==> config.mk <==
export PLATFORM = sky130hd
export DESIGN_NAME = phy_hs_master
export DESIGN_NICKNAME = d
export VERILOG_FILES = /design/src/rtl/phy_hs_pkg.sv /design/src/rtl/phy_hs_poll.sv /design/src/rtl/phy_hs_encode.sv /design/src/rtl/phy_hs_seq.sv /design/src/rtl/phy_hs_master.sv
export SDC_FILE = /design/constraint.sdc
export NUM_CORES = 1
export LEC_CHECK = 0
export BUFFER_PORTS_ARGS = -buffer_cell sky130_fd_sc_hd__buf_2
export CAP_MARGIN = 20
export CORE_UTILIZATION = 52
export DETAILED_ROUTE_END_ITERATION = 10
export PLACE_DENSITY = 0.8
export SYNTH_ARGS = -nofsm -noshare
export SYNTH_HDL_FRONTEND = slang
export SYNTH_SLANG_ARGS = --single-unit
==> constraint.sdc <==
create_clock -name clk -period 3.02 [get_ports clk]
set_input_delay 0.604 -clock clk [delete_from_list [all_inputs] [get_ports clk]]
set_output_delay 0.604 -clock clk [all_outputs]
set_load 0.02 [all_outputs]
==> src/rtl/phy_hs_pkg.sv <==
// Shared types for the indirect PHY access sequencer.
// Assumes nothing beyond IEEE 1800-2017.
package phy_hs_pkg;
    typedef enum logic [3:0] {
        S_IDLE,
        S_ADR_SET,
        S_ADR_CAP,
        S_ADR_REL,
        S_DAT_SET,
        S_DAT_CAP,
        S_DAT_REL,
        S_WR_STB,
        S_WR_REL,
        S_RD_STB,
        S_RD_REL,
        S_CLEAR,
        S_RESP
    } hs_state_t;
endpackage

==> src/rtl/phy_hs_poll.sv <==
// Poll timer: while enabled, pulses 'sample' on the first cycle and then every
// POLL_CYCLES clocks, and flags the final permitted sample with 'last'.
// Assumes 'clr' is raised whenever the sequencer changes state.
module phy_hs_poll #(
    parameter int POLL_CYCLES = 200,
    parameter int MAX_POLLS   = 10
) (
    input  logic clk,
    input  logic rst_n,
    input  logic clr,
    input  logic en,
    output logic sample,
    output logic last
);
    localparam int CYW = (POLL_CYCLES > 1) ? $clog2(POLL_CYCLES) : 1;
    localparam int PLW = $clog2(MAX_POLLS + 1);

    logic [CYW-1:0] cyc_q;
    logic [PLW-1:0] polls_q;

    assign sample = en && (cyc_q == '0);
    assign last   = (polls_q == PLW'(MAX_POLLS - 1));

    // Count cycles between samples and the samples already taken.
    always_ff @(posedge clk) begin
        if (!rst_n || clr) begin
            cyc_q   <= '0;
            polls_q <= '0;
        end else if (en) begin
            cyc_q <= (cyc_q == CYW'(POLL_CYCLES - 1)) ? '0 : cyc_q + 1'b1;
            if (sample) polls_q <= polls_q + 1'b1;
        end
    end


    // poll_bound_chk: the sample count never passes the permitted number.
    poll_bound_chk: assert property (@(posedge clk) disable iff (!rst_n)
        polls_q <= PLW'(MAX_POLLS - 1));
endmodule

==> src/rtl/phy_hs_encode.sv <==
// Control word encoder: maps the sequencer step and the latched address and
// data onto the value field and the four strobe bits above it.
// Assumes the step input is a registered state.
module phy_hs_encode
    import phy_hs_pkg::*;
#(
    parameter int DW = 16
) (
    input  logic              clk,
    input  logic              rst_n,
    input  hs_state_t         st,
    input  logic [DW-1:0]     addr,
    input  logic [DW-1:0]     data,
    output logic [DW+3:0]     word
);
    localparam int B_CAPA = DW;
    localparam int B_CAPD = DW + 1;
    localparam int B_WR   = DW + 2;
    localparam int B_RD   = DW + 3;

    // Decode the step into the word driven to the PHY.
    always_comb begin
        word = '0;
        unique case (st)
            S_ADR_SET, S_ADR_REL: word[DW-1:0] = addr;
            S_ADR_CAP: begin
                word[DW-1:0]  = addr;
                word[B_CAPA]  = 1'b1;
            end
            S_DAT_SET, S_DAT_REL, S_WR_REL: word[DW-1:0] = data;
            S_DAT_CAP: begin
                word[DW-1:0]  = data;
                word[B_CAPD]  = 1'b1;
            end
            S_WR_STB:  word[B_WR] = 1'b1;
            S_RD_STB:  word[B_RD] = 1'b1;
            default:   word = '0;
        endcase
    end


    // one_strobe_chk: never more than one strobe at a time.
    one_strobe_chk: assert property (@(posedge clk) disable iff (!rst_n)
        $onehot0(word[B_RD:B_CAPA]));
endmodule

==> src/rtl/phy_hs_seq.sv <==
// Access sequencer: walks the address phase, then the data and write phases
// or the read phase, waiting on the acknowledge level at each handshake step.
// Assumes the PHY moves its ack only in answer to strobe changes.
module phy_hs_seq
    import phy_hs_pkg::*;
#(
    parameter int DW = 16
) (
    input  logic          clk,
    input  logic          rst_n,
    input  logic          req_valid,
    input  logic          req_write,
    input  logic [DW-1:0] req_addr,
    input  logic [DW-1:0] req_wdata,
    input  logic [DW:0]   stat,
    input  logic          sample,
    input  logic          last,
    output hs_state_t     st,
    output logic          wait_en,
    output logic          step_chg,
    output logic [DW-1:0] addr_q,
    output logic [DW-1:0] data_q,
    output logic [DW-1:0] rdat_q,
    output logic          err_q
);
    hs_state_t st_n;
    logic      wr_q;
    logic      exp_ack;
    logic      hit;

    // Which steps wait, and for which ack level.
    always_comb begin
        wait_en = 1'b1;
        exp_ack = 1'b0;
        unique case (st)
            S_ADR_CAP, S_DAT_CAP, S_WR_STB, S_RD_STB: exp_ack = 1'b1;
            S_ADR_REL, S_DAT_REL, S_WR_REL, S_RD_REL: exp_ack = 1'b0;
            default: wait_en = 1'b0;
        endcase
    end

    assign hit = sample && (stat[DW] == exp_ack);

    // Next-step selection.
    always_comb begin
        st_n = st;
        if (wait_en && sample && !hit && last) begin
            st_n = S_CLEAR;
        end else begin
            unique case (st)
                S_IDLE:    if (req_valid) st_n = S_ADR_SET;
                S_ADR_SET: st_n = S_ADR_CAP;
                S_ADR_CAP: if (hit) st_n = S_ADR_REL;
                S_ADR_REL: if (hit) st_n = wr_q ? S_DAT_SET : S_RD_STB;
                S_DAT_SET: st_n = S_DAT_CAP;
                S_DAT_CAP: if (hit) st_n = S_DAT_REL;
                S_DAT_REL: if (hit) st_n = S_WR_STB;
                S_WR_STB:  if (hit) st_n = S_WR_REL;
                S_WR_REL:  if (hit) st_n = S_CLEAR;
                S_RD_STB:  if (hit) st_n = S_RD_REL;
                S_RD_REL:  if (hit) st_n = S_CLEAR;
                S_CLEAR:   st_n = S_RESP;
                default:   st_n = S_IDLE;
            endcase
        end
    end

    assign step_chg = (st_n != st);

    // State register.
    always_ff @(posedge clk) begin
        if (!rst_n) st <= S_IDLE;
        else        st <= st_n;
    end

    // Latch the request when idle, the read value on ack, and the error flag.
    always_ff @(posedge clk) begin
        if (!rst_n) begin
            addr_q <= '0;
            data_q <= '0;
            wr_q   <= 1'b0;
            rdat_q <= '0;
            err_q  <= 1'b0;
        end else begin
            if (st == S_IDLE && req_valid) begin
                addr_q <= req_addr;
                data_q <= req_wdata;
                wr_q   <= req_write;
                err_q  <= 1'b0;
            end
            if (st == S_RD_STB && hit) rdat_q <= stat[DW-1:0];
            if (wait_en && sample && !hit && last) err_q <= 1'b1;
        end
    end


    // busy_hold_chk: the captured request stays put during an access.
    busy_hold_chk: assert property (@(posedge clk) disable iff (!rst_n)
        (st != S_IDLE) |=> $stable(addr_q) && $stable(data_q));
endmodule

==> src/rtl/phy_hs_master.sv <==
// Top of the indirect PHY access sequencer: ties the sequencer, poll timer
// and control word encoder together and produces the host-side responses.
// Assumes req_valid is a single-cycle pulse; POLL_CYCLES clocks make 1 us.
module phy_hs_master
    import phy_hs_pkg::*;
#(
    parameter int DW          = 16,
    parameter int POLL_CYCLES = 200,
    parameter int MAX_POLLS   = 10
) (
    input  logic          clk,
    input  logic          rst_n,
    input  logic          req_valid,
    input  logic          req_write,
    input  logic [15:0]   req_addr,
    input  logic [15:0]   req_wdata,
    output logic          busy,
    output logic          done,
    output logic          err,
    output logic [15:0]   rd_data,
    output logic [19:0]   ctrl_word,
    input  logic [16:0]   stat_word
);
    hs_state_t     st;
    logic          wait_en, step_chg, sample, last, err_q;
    logic [DW-1:0] addr_q, data_q, rdat_q;

    phy_hs_seq #(.DW(DW)) i_seq (
        .clk(clk), .rst_n(rst_n),
        .req_valid(req_valid), .req_write(req_write),
        .req_addr(req_addr), .req_wdata(req_wdata),
        .stat(stat_word), .sample(sample), .last(last),
        .st(st), .wait_en(wait_en), .step_chg(step_chg),
        .addr_q(addr_q), .data_q(data_q), .rdat_q(rdat_q), .err_q(err_q)
    );

    phy_hs_poll #(.POLL_CYCLES(POLL_CYCLES), .MAX_POLLS(MAX_POLLS)) i_poll (
        .clk(clk), .rst_n(rst_n), .clr(step_chg), .en(wait_en),
        .sample(sample), .last(last)
    );

    phy_hs_encode #(.DW(DW)) i_enc (
        .clk(clk), .rst_n(rst_n), .st(st),
        .addr(addr_q), .data(data_q), .word(ctrl_word)
    );

    assign busy    = (st != S_IDLE);
    assign done    = (st == S_RESP);
    assign err     = done && err_q;
    assign rd_data = rdat_q;


    // done_pulse_chk: completion lasts a single cycle.
    done_pulse_chk: assert property (@(posedge clk) disable iff (!rst_n)
        done |=> !done);

    // err_with_done_chk: the error flag appears only with completion.
    err_with_done_chk: assert property (@(posedge clk) disable iff (!rst_n)
        err |-> done);

    // ctrl_idle_at_done_chk: the control word is already clear when done.
    ctrl_idle_at_done_chk: assert property (@(posedge clk) disable iff (!rst_n)
        done |-> (ctrl_word == '0) && ($past(ctrl_word) == '0));
endmodule

==> run summary, run 1 <==
Status = complete, no violations
Cell at the root of the clock tree = sky130_fd_sc_hd__clkbuf_8
Reg-to-reg slack, setup = 0.28 ns
CTS Buf Count = 9
Maximum VDD drop = 543.4 µV
Setup fix buffers added after clock tree synthesis = 0
Average wire per cell in the routed design = 14.46 µm
Count of inserted antenna diode cells = 0
Die area = 6598 µm²
Overall track demand over capacity in global routing = 26.68%
Total congestion overflow after global routing = 0
Largest clock skew in the final design = 0.01404 ns
Worst-case setup margin in the final layout = 0.1500 ns
Final #Nets = 553
TritonCTS clock tree = built
Shortest clock period the worst path allows after layout = 2.870 ns
Post-route clock period utilization = 95.03%
Yosys cell types = 52
Maximum achievable frequency = 348.4 MHz
Maximum number of pins on one net before global-route repair = 52
Effective utilization at floorplan = 54.49%
Multi-input logic area = 1809 µm²
Placeable core region = 5991 µm²
Yosys warning count = 0
Number of slew-limit violations in the final report = 0
Bufs and invs on worst path = 3
X dimension of the die = 81.23 µm
Slowest stage cell on the critical path = sky130_fd_sc_hd__nor3b_1
Setup repair after global routing missed its margin = no
Hold Violations, Final = 0
Worst hold-check slack = 0.4629 ns
Number of register bits inferred by synthesis = 66
Mean area per synthesized cell = 8.040 µm²
IO Count = 92
TritonCTS sink count = 66
Post-layout total power = 3.161 mW
Fraction of final layout cells with drive strength greater than 1 = 26.15%
Source-to-sink clock delay at the later pin of the worst-skew pair = 0.34 ns
Post-synthesis net count = 463
FF-to-FF path depth = 9
Number of detailed-route iterations in the first pass = 6
Max Buffers Root-to-Sink = 2
Filler cell count = 497
Estimated wirelength of the detail-placed design = 5813 µm
Leakage power total = 1.726 nW
Critical path destination = ctrl_word[11]
Delay of the slowest critical-path stage = 0.50 ns
Post-synth top flop = sky130_fd_sc_hd__dfxtp_1
Number of rows in the core area = 28
Port Buffer Count = 91
Crit. path cell count = 7
Critical R2R Capture = i_poll.cyc_q[2]
Post-detailed-placement cell area = 3817 µm²
Vias after detailed routing = 3183
Sequential cell area = 1321 µm²
Final core utilization = 67.84%
Count of flip-flops with a built-in enable after synthesis = 0
Clock Pin Slew Worst Setup and Hold Paths = 0.08 ns
Portion of the post-synthesis area used by sequential elements = 40.48%
Chain of cells forming the critical path = buf_4, nor3b_1, nor2_1, o22ai_1, buf_4, a22o_1, buf_2
RR Startpoint = i_poll.cyc_q[0]
Relative max-transition margin = 57.88%
Type of the worst min-delay path = reg2reg
Total wirelength of the detailed-routed design = 8328 µm
FFs w/ async S/R, synth = 0%
Setup WS pre-CTS = 0.3553 ns
First-pass GRT wire length = 13430 µm
Initial antenna violation count = 0
Max-capacitance violation count = 0
Combined area of all synthesized cells = 3264 µm²
DRC violations left = 0
Post-Layout Inst Area = 4064 µm²
Commonest cells after routing, fill and taps aside = sky130_fd_sc_hd__nand2_1 (116), sky130_fd_sc_hd__buf_2 (91), sky130_fd_sc_hd__dfxtp_1 (66), sky130_fd_sc_hd__a21boi_0 (50)
Maximum fanout along the worst path = 16
CP most frequent cell = sky130_fd_sc_hd__buf_4
Final weighted congestion in routability-driven placement = 0.9091
Category of the worst setup path capture point = primary output
Kind of cell adding the most delay to the critical path = buffers and inverters
Crit Path Category = reg2out
Data required time of the worst path = 2.42 ns
Instance count of the mapped netlist = 406
Routed via count divided by cell count = 5.526
Worst-Margin Slew = 0.6159 ns
Number of antenna-violating nets in the routed design = 0
Hold bufs inserted after CTS = 0
Die height = 81.23 µm
Setup crit start = i_seq.st[3]
Power per standard cell area = 777.8 nW/µm²
Worst hold path startpoint = i_seq.rdat_q[2]
DR iter-0 viols = 248
Via count of the first global-routing pass = 2881
Startpoint kind of the worst setup timing path = register
Cell count after placement = 560
H-tree level count = 3
Area Growth Syn to Fin = 24.49%
Hold Path Stages = 2
# setup viols final = 0
Most common cell after layout, fill and taps aside = sky130_fd_sc_hd__nand2_1
Worst path arrival time = 2.27 ns
Non-filler cells in the finished layout = 576
Final sum of negative setup slack = 0 ns
final cells by class:
type | count | area share (%)
sequential | 66 | 32.51
timing repair buffer | 106 | 13.98
clock buffer | 9 | 3.048
clock inverter | 7 | 2.894
multi-input combinational | 305 | 44.52
inverter | 8 | 0.7389
tap | 75 | 2.309
cell families (layout without fill, tap and decap cells):
logic type                 Yosys count  after routing  share of synthesized area [%]
adders and majority gates            4              4                          1.533
buffers and inverters               35            130                          4.254
muxes                                1              1                         0.3066
xor gates and xnor gates            10             10                          2.683
DFF                                 66             66                          40.48
and+or+nand+nor                    185            185                          25.76
AOI/OAI and AO/OA                  105            105                          24.99
power breakdown:
part | total [mW] | internal, mW | switching [mW]
Sequential | 1.10 | 1.01 | 0.0889
Combinational | 1.17 | 0.425 | 0.747
Clock | 0.892 | 0.548 | 0.344
Total | 3.16 | 1.98 | 1.18
worst reg2reg max path: stages, from the launching register on:
cell and delay, ns:
sky130_fd_sc_hd__dfxtp_1 0.35, sky130_fd_sc_hd__inv_1 0.09, sky130_fd_sc_hd__ha_1 0.15, sky130_fd_sc_hd__nor4b_1 0.39
sky130_fd_sc_hd__nand2_1 0.24, sky130_fd_sc_hd__a2111o_1 0.51, sky130_fd_sc_hd__and4_1 0.23, sky130_fd_sc_hd__o2111ai_2 0.36
sky130_fd_sc_hd__buf_4 0.22, sky130_fd_sc_hd__nor3_1 0.06
worst min-delay path by stage:
stage,slack (ns),endpoint
after CTS,0.47,i_seq.rdat_q[2]
final,0.46,i_seq.rdat_q[2]
after global placement,0.45,i_seq.rdat_q[1]
after floorplan,0.44,i_seq.err_q
after detailed placement,0.45,i_seq.rdat_q[2]
after global routing,0.49,i_seq.data_q[14]
Yosys cell counts, types with 3 or more instances:
library cell | count | area share, %
sky130_fd_sc_hd__a21boi_0 | 50 | 11
sky130_fd_sc_hd__a21oi_1 | 6 | 0.92
sky130_fd_sc_hd__a22o_1 | 16 | 4.3
sky130_fd_sc_hd__a31oi_1 | 4 | 0.77
sky130_fd_sc_hd__and2_1 | 5 | 0.96
sky130_fd_sc_hd__clkbuf_1 | 25 | 2.9
sky130_fd_sc_hd__dfxtp_1 | 66 | 40
sky130_fd_sc_hd__ha_1 | 4 | 1.5
sky130_fd_sc_hd__inv_1 | 8 | 0.92
sky130_fd_sc_hd__nand2_1 | 116 | 13
sky130_fd_sc_hd__nand3b_1 | 4 | 0.92
sky130_fd_sc_hd__nand4_1 | 8 | 1.5
sky130_fd_sc_hd__nor2_1 | 14 | 1.6
sky130_fd_sc_hd__nor3_1 | 17 | 2.6
sky130_fd_sc_hd__nor3b_1 | 3 | 0.69
sky130_fd_sc_hd__o21ai_0 | 5 | 0.77
sky130_fd_sc_hd__or2_2 | 3 | 0.57
sky130_fd_sc_hd__xnor2_1 | 4 | 1.1
sky130_fd_sc_hd__xor2_1 | 6 | 1.6
layer usage:
layer,wire length [µm],track usage (%),vias up
met5,0,0,-
met1,3713,35.78,1475
met4,104,8.929,0
li1,-,-,1593
met2,3976,42.27,102
met3,533,5.843,13
repair_timing:
action,4_1_cts,5_1_grt
hold endpoints to repair,0,0
endpoints found under the setup margin,0,9
gates resized for setup,0,1
state kept, by name (all words and copies together), names as in the netlist:
register and flops:
i_seq.err_q 1, i_seq.rdat_q 16, i_seq.st 4, i_seq.addr_q 16, i_poll.cyc_q 8, i_poll.polls_q 4
i_seq.data_q 16, i_seq.wr_q 1
(Power assumes the default switching activity.)
==> run 2: changes to the inputs <==
Settings changed: CORE_ASPECT_RATIO from default to 0.6.
==> run 2 against run 1 <==
Against the previous run: highest routed layer unchanged; critical path type unchanged; power fell by 6.1%; non-clock buffer count fell by 4; largest power group unchanged; die area rose by 0.16%; utilization rose by 1.0 points; largest cell class unchanged.
==> run summary, run 2 (synthesis gave the netlist of run 1 again) <==
Routed via count divided by cell count = 5.463
Port Buffer Count = 91
Fraction of final layout cells with drive strength greater than 1 = 25.35%
Category of the worst setup path capture point = primary output
Setup repair after global routing missed its margin = no
# setup viols final = 0
Placeable core region = 5807 µm²
Routed metal-1 wirelength = 3770 µm
Status = complete, no violations
Power per standard cell area = 742.6 nW/µm²
Amount of wire on met3 after detailed routing = 744 µm
Vias after detailed routing = 3152
Final weighted congestion in routability-driven placement = 0.9485
Worst path arrival time = 2.11 ns
Clock Pin Slew Worst Setup and Hold Paths = 0.07 ns
Average wire per cell in the routed design = 13.73 µm
Hold bufs inserted after CTS = 0
H-tree level count = 3
Highest signal layer in the routed design = met4
Largest clock skew in the final design = 0.005575 ns
Total wirelength of the detailed-routed design = 7924 µm
DR iter-0 viols = 231
Multi-input logic area = 1809 µm²
Most common cell after layout, fill and taps aside = sky130_fd_sc_hd__nand2_1
Total congestion overflow after global routing = 0
Max-capacitance violation count = 0
Maximum VDD drop = 380.4 µV
Number of antenna-violating nets in the routed design = 0
Slowest stage cell on the critical path = sky130_fd_sc_hd__dfxtp_1
Post-route clock period utilization = 89.90%
First-pass GRT wire length = 13280 µm
IO Count = 92
Estimated wirelength of the detail-placed design = 5846 µm
Relative max-transition margin = 60.36%
Delay of the slowest critical-path stage = 0.35 ns
CP most frequent cell = sky130_fd_sc_hd__buf_4
Effective utilization at floorplan = 56.22%
Via count of the first global-routing pass = 2904
Count of inserted antenna diode cells = 0
Number of rows in the core area = 21
Startpoint kind of the worst setup timing path = register
Overall track demand over capacity in global routing = 25.24%
Data required time of the worst path = 2.42 ns
Setup fix buffers added after clock tree synthesis = 0
Reg-to-reg slack, setup = 0.40 ns
Number of slew-limit violations in the final report = 0
Kind of cell adding the most delay to the critical path = buffers and inverters
DRC violations left = 0
CTS Buf Count = 9
Final sum of negative setup slack = 0 ns
Worst-Margin Slew = 0.5934 ns
Type of the worst min-delay path = reg2reg
Final #Nets = 549
Die height = 63.37 µm
Initial antenna violation count = 0
Hold Violations, Final = 0
Leakage power total = 1.687 nW
Regs by FF count = i_seq.addr_q: 16 flops, i_seq.data_q: 16 flops, i_seq.rdat_q: 16 flops
Count of cells resized by post-cts repair = 0
Worst-case setup margin in the final layout = 0.3050 ns
Maximum achievable frequency = 368.3 MHz
Source-to-sink clock delay at the later pin of the worst-skew pair = 0.33 ns
Cell at the root of the clock tree = sky130_fd_sc_hd__clkbuf_8
Bufs and invs on worst path = 4
Total met2 wirelength after detailed routing = 3343 µm
TritonCTS clock tree = built
Number of detailed-route iterations in the first pass = 5
Chain of cells forming the critical path = buf_4, nand2b_1, inv_1, nor2_1, o22ai_1, buf_4, a22o_1, buf_2
Filler cell count = 512
Crit Path Category = reg2out
Setup WS pre-CTS = 0.4048 ns
Maximum number of pins on one net before global-route repair = 52
Commonest cells after routing, fill and taps aside = sky130_fd_sc_hd__nand2_1 (116), sky130_fd_sc_hd__buf_2 (91), sky130_fd_sc_hd__dfxtp_1 (66), sky130_fd_sc_hd__a21boi_0 (50)
Max Buffers Root-to-Sink = 2
Maximum fanout along the worst path = 19
Sequential cell area = 1321 µm²
Area Growth Syn to Fin = 22.46%
X dimension of the die = 104.3 µm
Die area = 6609 µm²
TritonCTS sink count = 66
Shortest clock period the worst path allows after layout = 2.715 ns
-- run 2: cell types whose count changed in the layout (fill, tap and decap cells not counted), sizes merged --
cell | previous run | this run
clkbuf | 9 | 11
bufinv | 3 | 1
buf | 106 | 102
-- run 2: final timing paths --
| kind | start | end | cells past startpoint |
|---|---|---|---|
| hold reg to reg | i_seq.rdat_q[2] | i_seq.rdat_q[2] | 2 |
| hold / removal | i_seq.rdat_q[2] | i_seq.rdat_q[2] | 2 |
| setup / recovery | i_seq.st[3] | ctrl_word[1] | 8 |
| setup reg to reg | i_seq.st[3] | i_poll.cyc_q[3] | 7 |
-- run 2: metrics by stage --
| stage | instance area, µm² | power (mW) | hold slack (ns) | cells | util, % |
|---|---|---|---|---|---|
| 2_1_floorplan | 3264 | 1.910 | 0.4388 | 406 | - |
| 3_3_place_gp | 3791 | 2.199 | 0.4467 | 560 | 65.29 |
| 3_5_place_dp | 3791 | 2.225 | 0.4564 | 560 | 65.29 |
| 4_1_cts | 3986 | 2.950 | 0.4658 | 576 | 68.65 |
| 5_1_grt | 3998 | 3.180 | 0.4853 | 577 | 68.84 |
| 6_report | 3998 | 2.969 | 0.4608 | 577 | 68.84 |
-- run 2: layer usage --
metal / up-vias / global-route usage [%]
met5: - / 0
met4: 0 / 7.321
met3: 8 / 8.799
met2: 144 / 36.51
met1: 1421 / 35.15
li1: 1579 / -
-- run 2: power breakdown --
group          switching, mW  total, mW  leakage [nW]  internal (mW)
registers             0.0877       1.10         0.537           1.01
clock network          0.321      0.722         0.103          0.401
logic                  0.742       1.15          1.05          0.408
-- run 2: final cells by class --
type	instances	area share, %
Clock buffer	11	3.537
Clock inverter	5	1.346
Inverter	8	0.7512
Multi-Input combinational cell	305	45.26
Sequential cell	66	33.05
Tap cell	80	2.504
Timing Repair Buffer	102	13.55
-- run 2: worst reg2reg max path, stage by stage (launching register included) --
cell and delay [ns]:
sky130_fd_sc_hd__dfxtp_1 0.35, sky130_fd_sc_hd__or4bb_1 0.58, sky130_fd_sc_hd__a31o_1 0.25, sky130_fd_sc_hd__a2111o_1 0.52, sky130_fd_sc_hd__and4_1 0.24, sky130_fd_sc_hd__o2111ai_2 0.25, sky130_fd_sc_hd__buf_4 0.23, sky130_fd_sc_hd__nor3_1 0.07
==> run 3: changes to the inputs <==
Settings changed: RECOVER_POWER from default to 100.
==> run 3 against run 2 <==
Against the previous run: sequential cell count unchanged; via count up 0.54%; non-clock buffer count unchanged; die area is the same; sequential power about the same; combinational power is essentially flat; clock-buffer cell count unchanged; hold slack improved by 0.00057 ns; highest routed layer unchanged; clock power barely moved.
==> run summary, run 3 (synthesis gave the netlist of run 1 again) <==
Status = complete, no violations
Total net switching power = 1.141 mW
Routed via count divided by cell count = 5.492
Maximum fanout along the worst path = 19
Worst hold path startpoint = i_seq.data_q[1]
Vias after detailed routing = 3169
Chain of cells forming the critical path = buf_4, nor3b_1, nor2_1, o22ai_1, clkbuf_4, a22o_1, clkbuf_2
Post-layout total power = 2.938 mW
Placeable core region = 5807 µm²
Hold Violations, Final = 0
DR iter-0 viols = 258
RR Startpoint = i_seq.st[3]
Estimated wirelength of the detail-placed design = 5846 µm
Commonest cells after routing, fill and taps aside = sky130_fd_sc_hd__nand2_1 (116), sky130_fd_sc_hd__dfxtp_1 (66), sky130_fd_sc_hd__buf_2 (56), sky130_fd_sc_hd__a21boi_0 (50), sky130_fd_sc_hd__clkbuf_1 (24)
Number of rows in the core area = 21
Initial antenna violation count = 0
Category of the worst setup path capture point = primary output
Bufs and invs on worst path = 3
Total congestion overflow after global routing = 0
Critical R2R Capture = i_poll.cyc_q[3]
Setup WS pre-CTS = 0.4048 ns
Via count of the first global-routing pass = 2904
Startpoint kind of the worst setup timing path = register
Slowest stage cell on the critical path = sky130_fd_sc_hd__nor3b_1
Part of the power in the clock network = 24.6%
Shortest clock period the worst path allows after layout = 2.742 ns
Number of slew-limit violations in the final report = 0
Die height = 63.37 µm
Number of antenna-violating nets in the routed design = 0
X dimension of the die = 104.3 µm
Cell at the root of the clock tree = sky130_fd_sc_hd__clkbuf_8
Worst path arrival time = 2.14 ns
Count of inserted antenna diode cells = 0
Final #Nets = 549
Worst-case setup margin in the final layout = 0.2777 ns
Port Buffer Count = 91
DRC violations left = 0
Fraction of final layout cells with drive strength greater than 1 = 20.32%
Total wirelength of the detailed-routed design = 7977 µm
Hold Path Stages = 2
Average wire per cell in the routed design = 13.82 µm
Maximum number of pins on one net before global-route repair = 52
Clock Pin Slew Worst Setup and Hold Paths = 0.07 ns
Delay of the slowest critical-path stage = 0.38 ns
Largest clock skew in the final design = 0.004737 ns
Worst hold-check slack = 0.4613 ns
First-pass GRT wire length = 13280 µm
H-tree level count = 3
# setup viols final = 0
Regs by FF count = i_seq.addr_q: 16 flops, i_seq.data_q: 16 flops, i_seq.rdat_q: 16 flops
Combinational Power Share = 38.1%
Max-capacitance violation count = 0
Switching fraction of total power = 38.83%
Cell internal power dissipation = 1.797 mW
Data required time of the worst path = 2.42 ns
TritonCTS clock tree = built
Setup fix buffers added after clock tree synthesis = 0
Kind of cell adding the most delay to the critical path = buffers and inverters
Final weighted congestion in routability-driven placement = 0.9485
Max Buffers Root-to-Sink = 2
Maximum achievable frequency = 364.7 MHz
Die area = 6609 µm²
Setup repair after global routing missed its margin = no
IO Count = 92
Effective utilization at floorplan = 56.22%
Worst Hold Path EP = i_seq.data_q[1]
Post-route clock period utilization = 90.81%
Maximum VDD drop = 370.2 µV
Reg-to-reg slack, setup = 0.29 ns
Source-to-sink clock delay at the later pin of the worst-skew pair = 0.33 ns
Final sum of negative setup slack = 0 ns
Most common cell after layout, fill and taps aside = sky130_fd_sc_hd__nand2_1
Relative max-transition margin = 27.57%
Worst-Margin Slew = 1.087 ns
Hold bufs inserted after CTS = 0
Number of detailed-route iterations in the first pass = 5
FF-to-FF path depth = 7
TritonCTS sink count = 66
Type of the worst min-delay path = reg2reg
Overall track demand over capacity in global routing = 25.24%
Power per standard cell area = 743.5 nW/µm²
Sequential cell fraction of total power = 37.3%
Leakage power total = 1.573 nW
CTS Buf Count = 9
Crit Path Category = reg2out
Area Growth Syn to Fin = 21.04%
Count of cells resized by post-cts repair = 0
## run 3: cell count changes in the layout (fill, tap and decap cells not counted), sizes merged
| cell | previous run | this run |
|---|---|---|
| buf | 102 | 64 |
| clkbuf | 11 | 49 |
## run 3: per-stage QoR
stage,util (%),cells,cell area [µm²]
floorplan,-,406,3264
global placement,65.29,560,3791
detailed placement,65.29,560,3791
CTS,68.65,576,3986
global route,68.05,577,3951
finish,68.05,577,3951
## run 3: power by group through the flow
stage | Sequential, mW | Combinational, mW | Clock [mW]
2_1_floorplan | 1.09 | 0.822 | 0
3_3_place_gp | 1.11 | 1.09 | 0
3_5_place_dp | 1.11 | 1.11 | 0
4_1_cts | 1.09 | 1.12 | 0.739
5_1_grt | 1.11 | 1.25 | 0.792
6_report | 1.10 | 1.12 | 0.722
## run 3: layout make-up
type                            instances  area (µm²)
Clock buffer                           11       141.4
Clock inverter                          5       53.80
Fill cell                             530        1856
Inverter                                8       30.03
Multi-Input combinational cell        305        1797
Sequential cell                        66        1321
Tap cell                               80       100.1
Timing Repair Buffer                  102       508.0
## run 3: per-layer routing
layer / track usage [%] / vias to the layer above / share of wire (%)
li1: - / 1583 / -
met1: 35.15 / 1423 / 48
met2: 36.51 / 155 / 42
met3: 8.799 / 8 / 9.4
met4: 7.321 / 0 / 0.81
met5: 0 / - / 0
## run 3: worst max-delay path by stage
stage | slack, ns | cells past startpoint | from | to
after detailed placement | 0.40 | 5 | i_seq.st[1] | ctrl_word[5]
after global routing | 0.04 | 7 | i_seq.st[3] | ctrl_word[0]
after global placement | 0.41 | 9 | i_poll.cyc_q[0] | i_poll.cyc_q[6]
after floorplan | 0.35 | 6 | i_seq.st[1] | ctrl_word[0]
after CTS | 0.04 | 5 | i_seq.st[1] | ctrl_word[5]
final | 0.28 | 7 | i_seq.st[3] | ctrl_word[1]
## run 3: worst reg2reg max path, delay by kind of cell (launching register included)
kind | cells | cell delay, ns
buffers and inverters | 1 | 0.30
DFF | 1 | 0.35
and+or+nand+nor | 3 | 0.91
AOI/OAI and AO/OA | 3 | 1.05
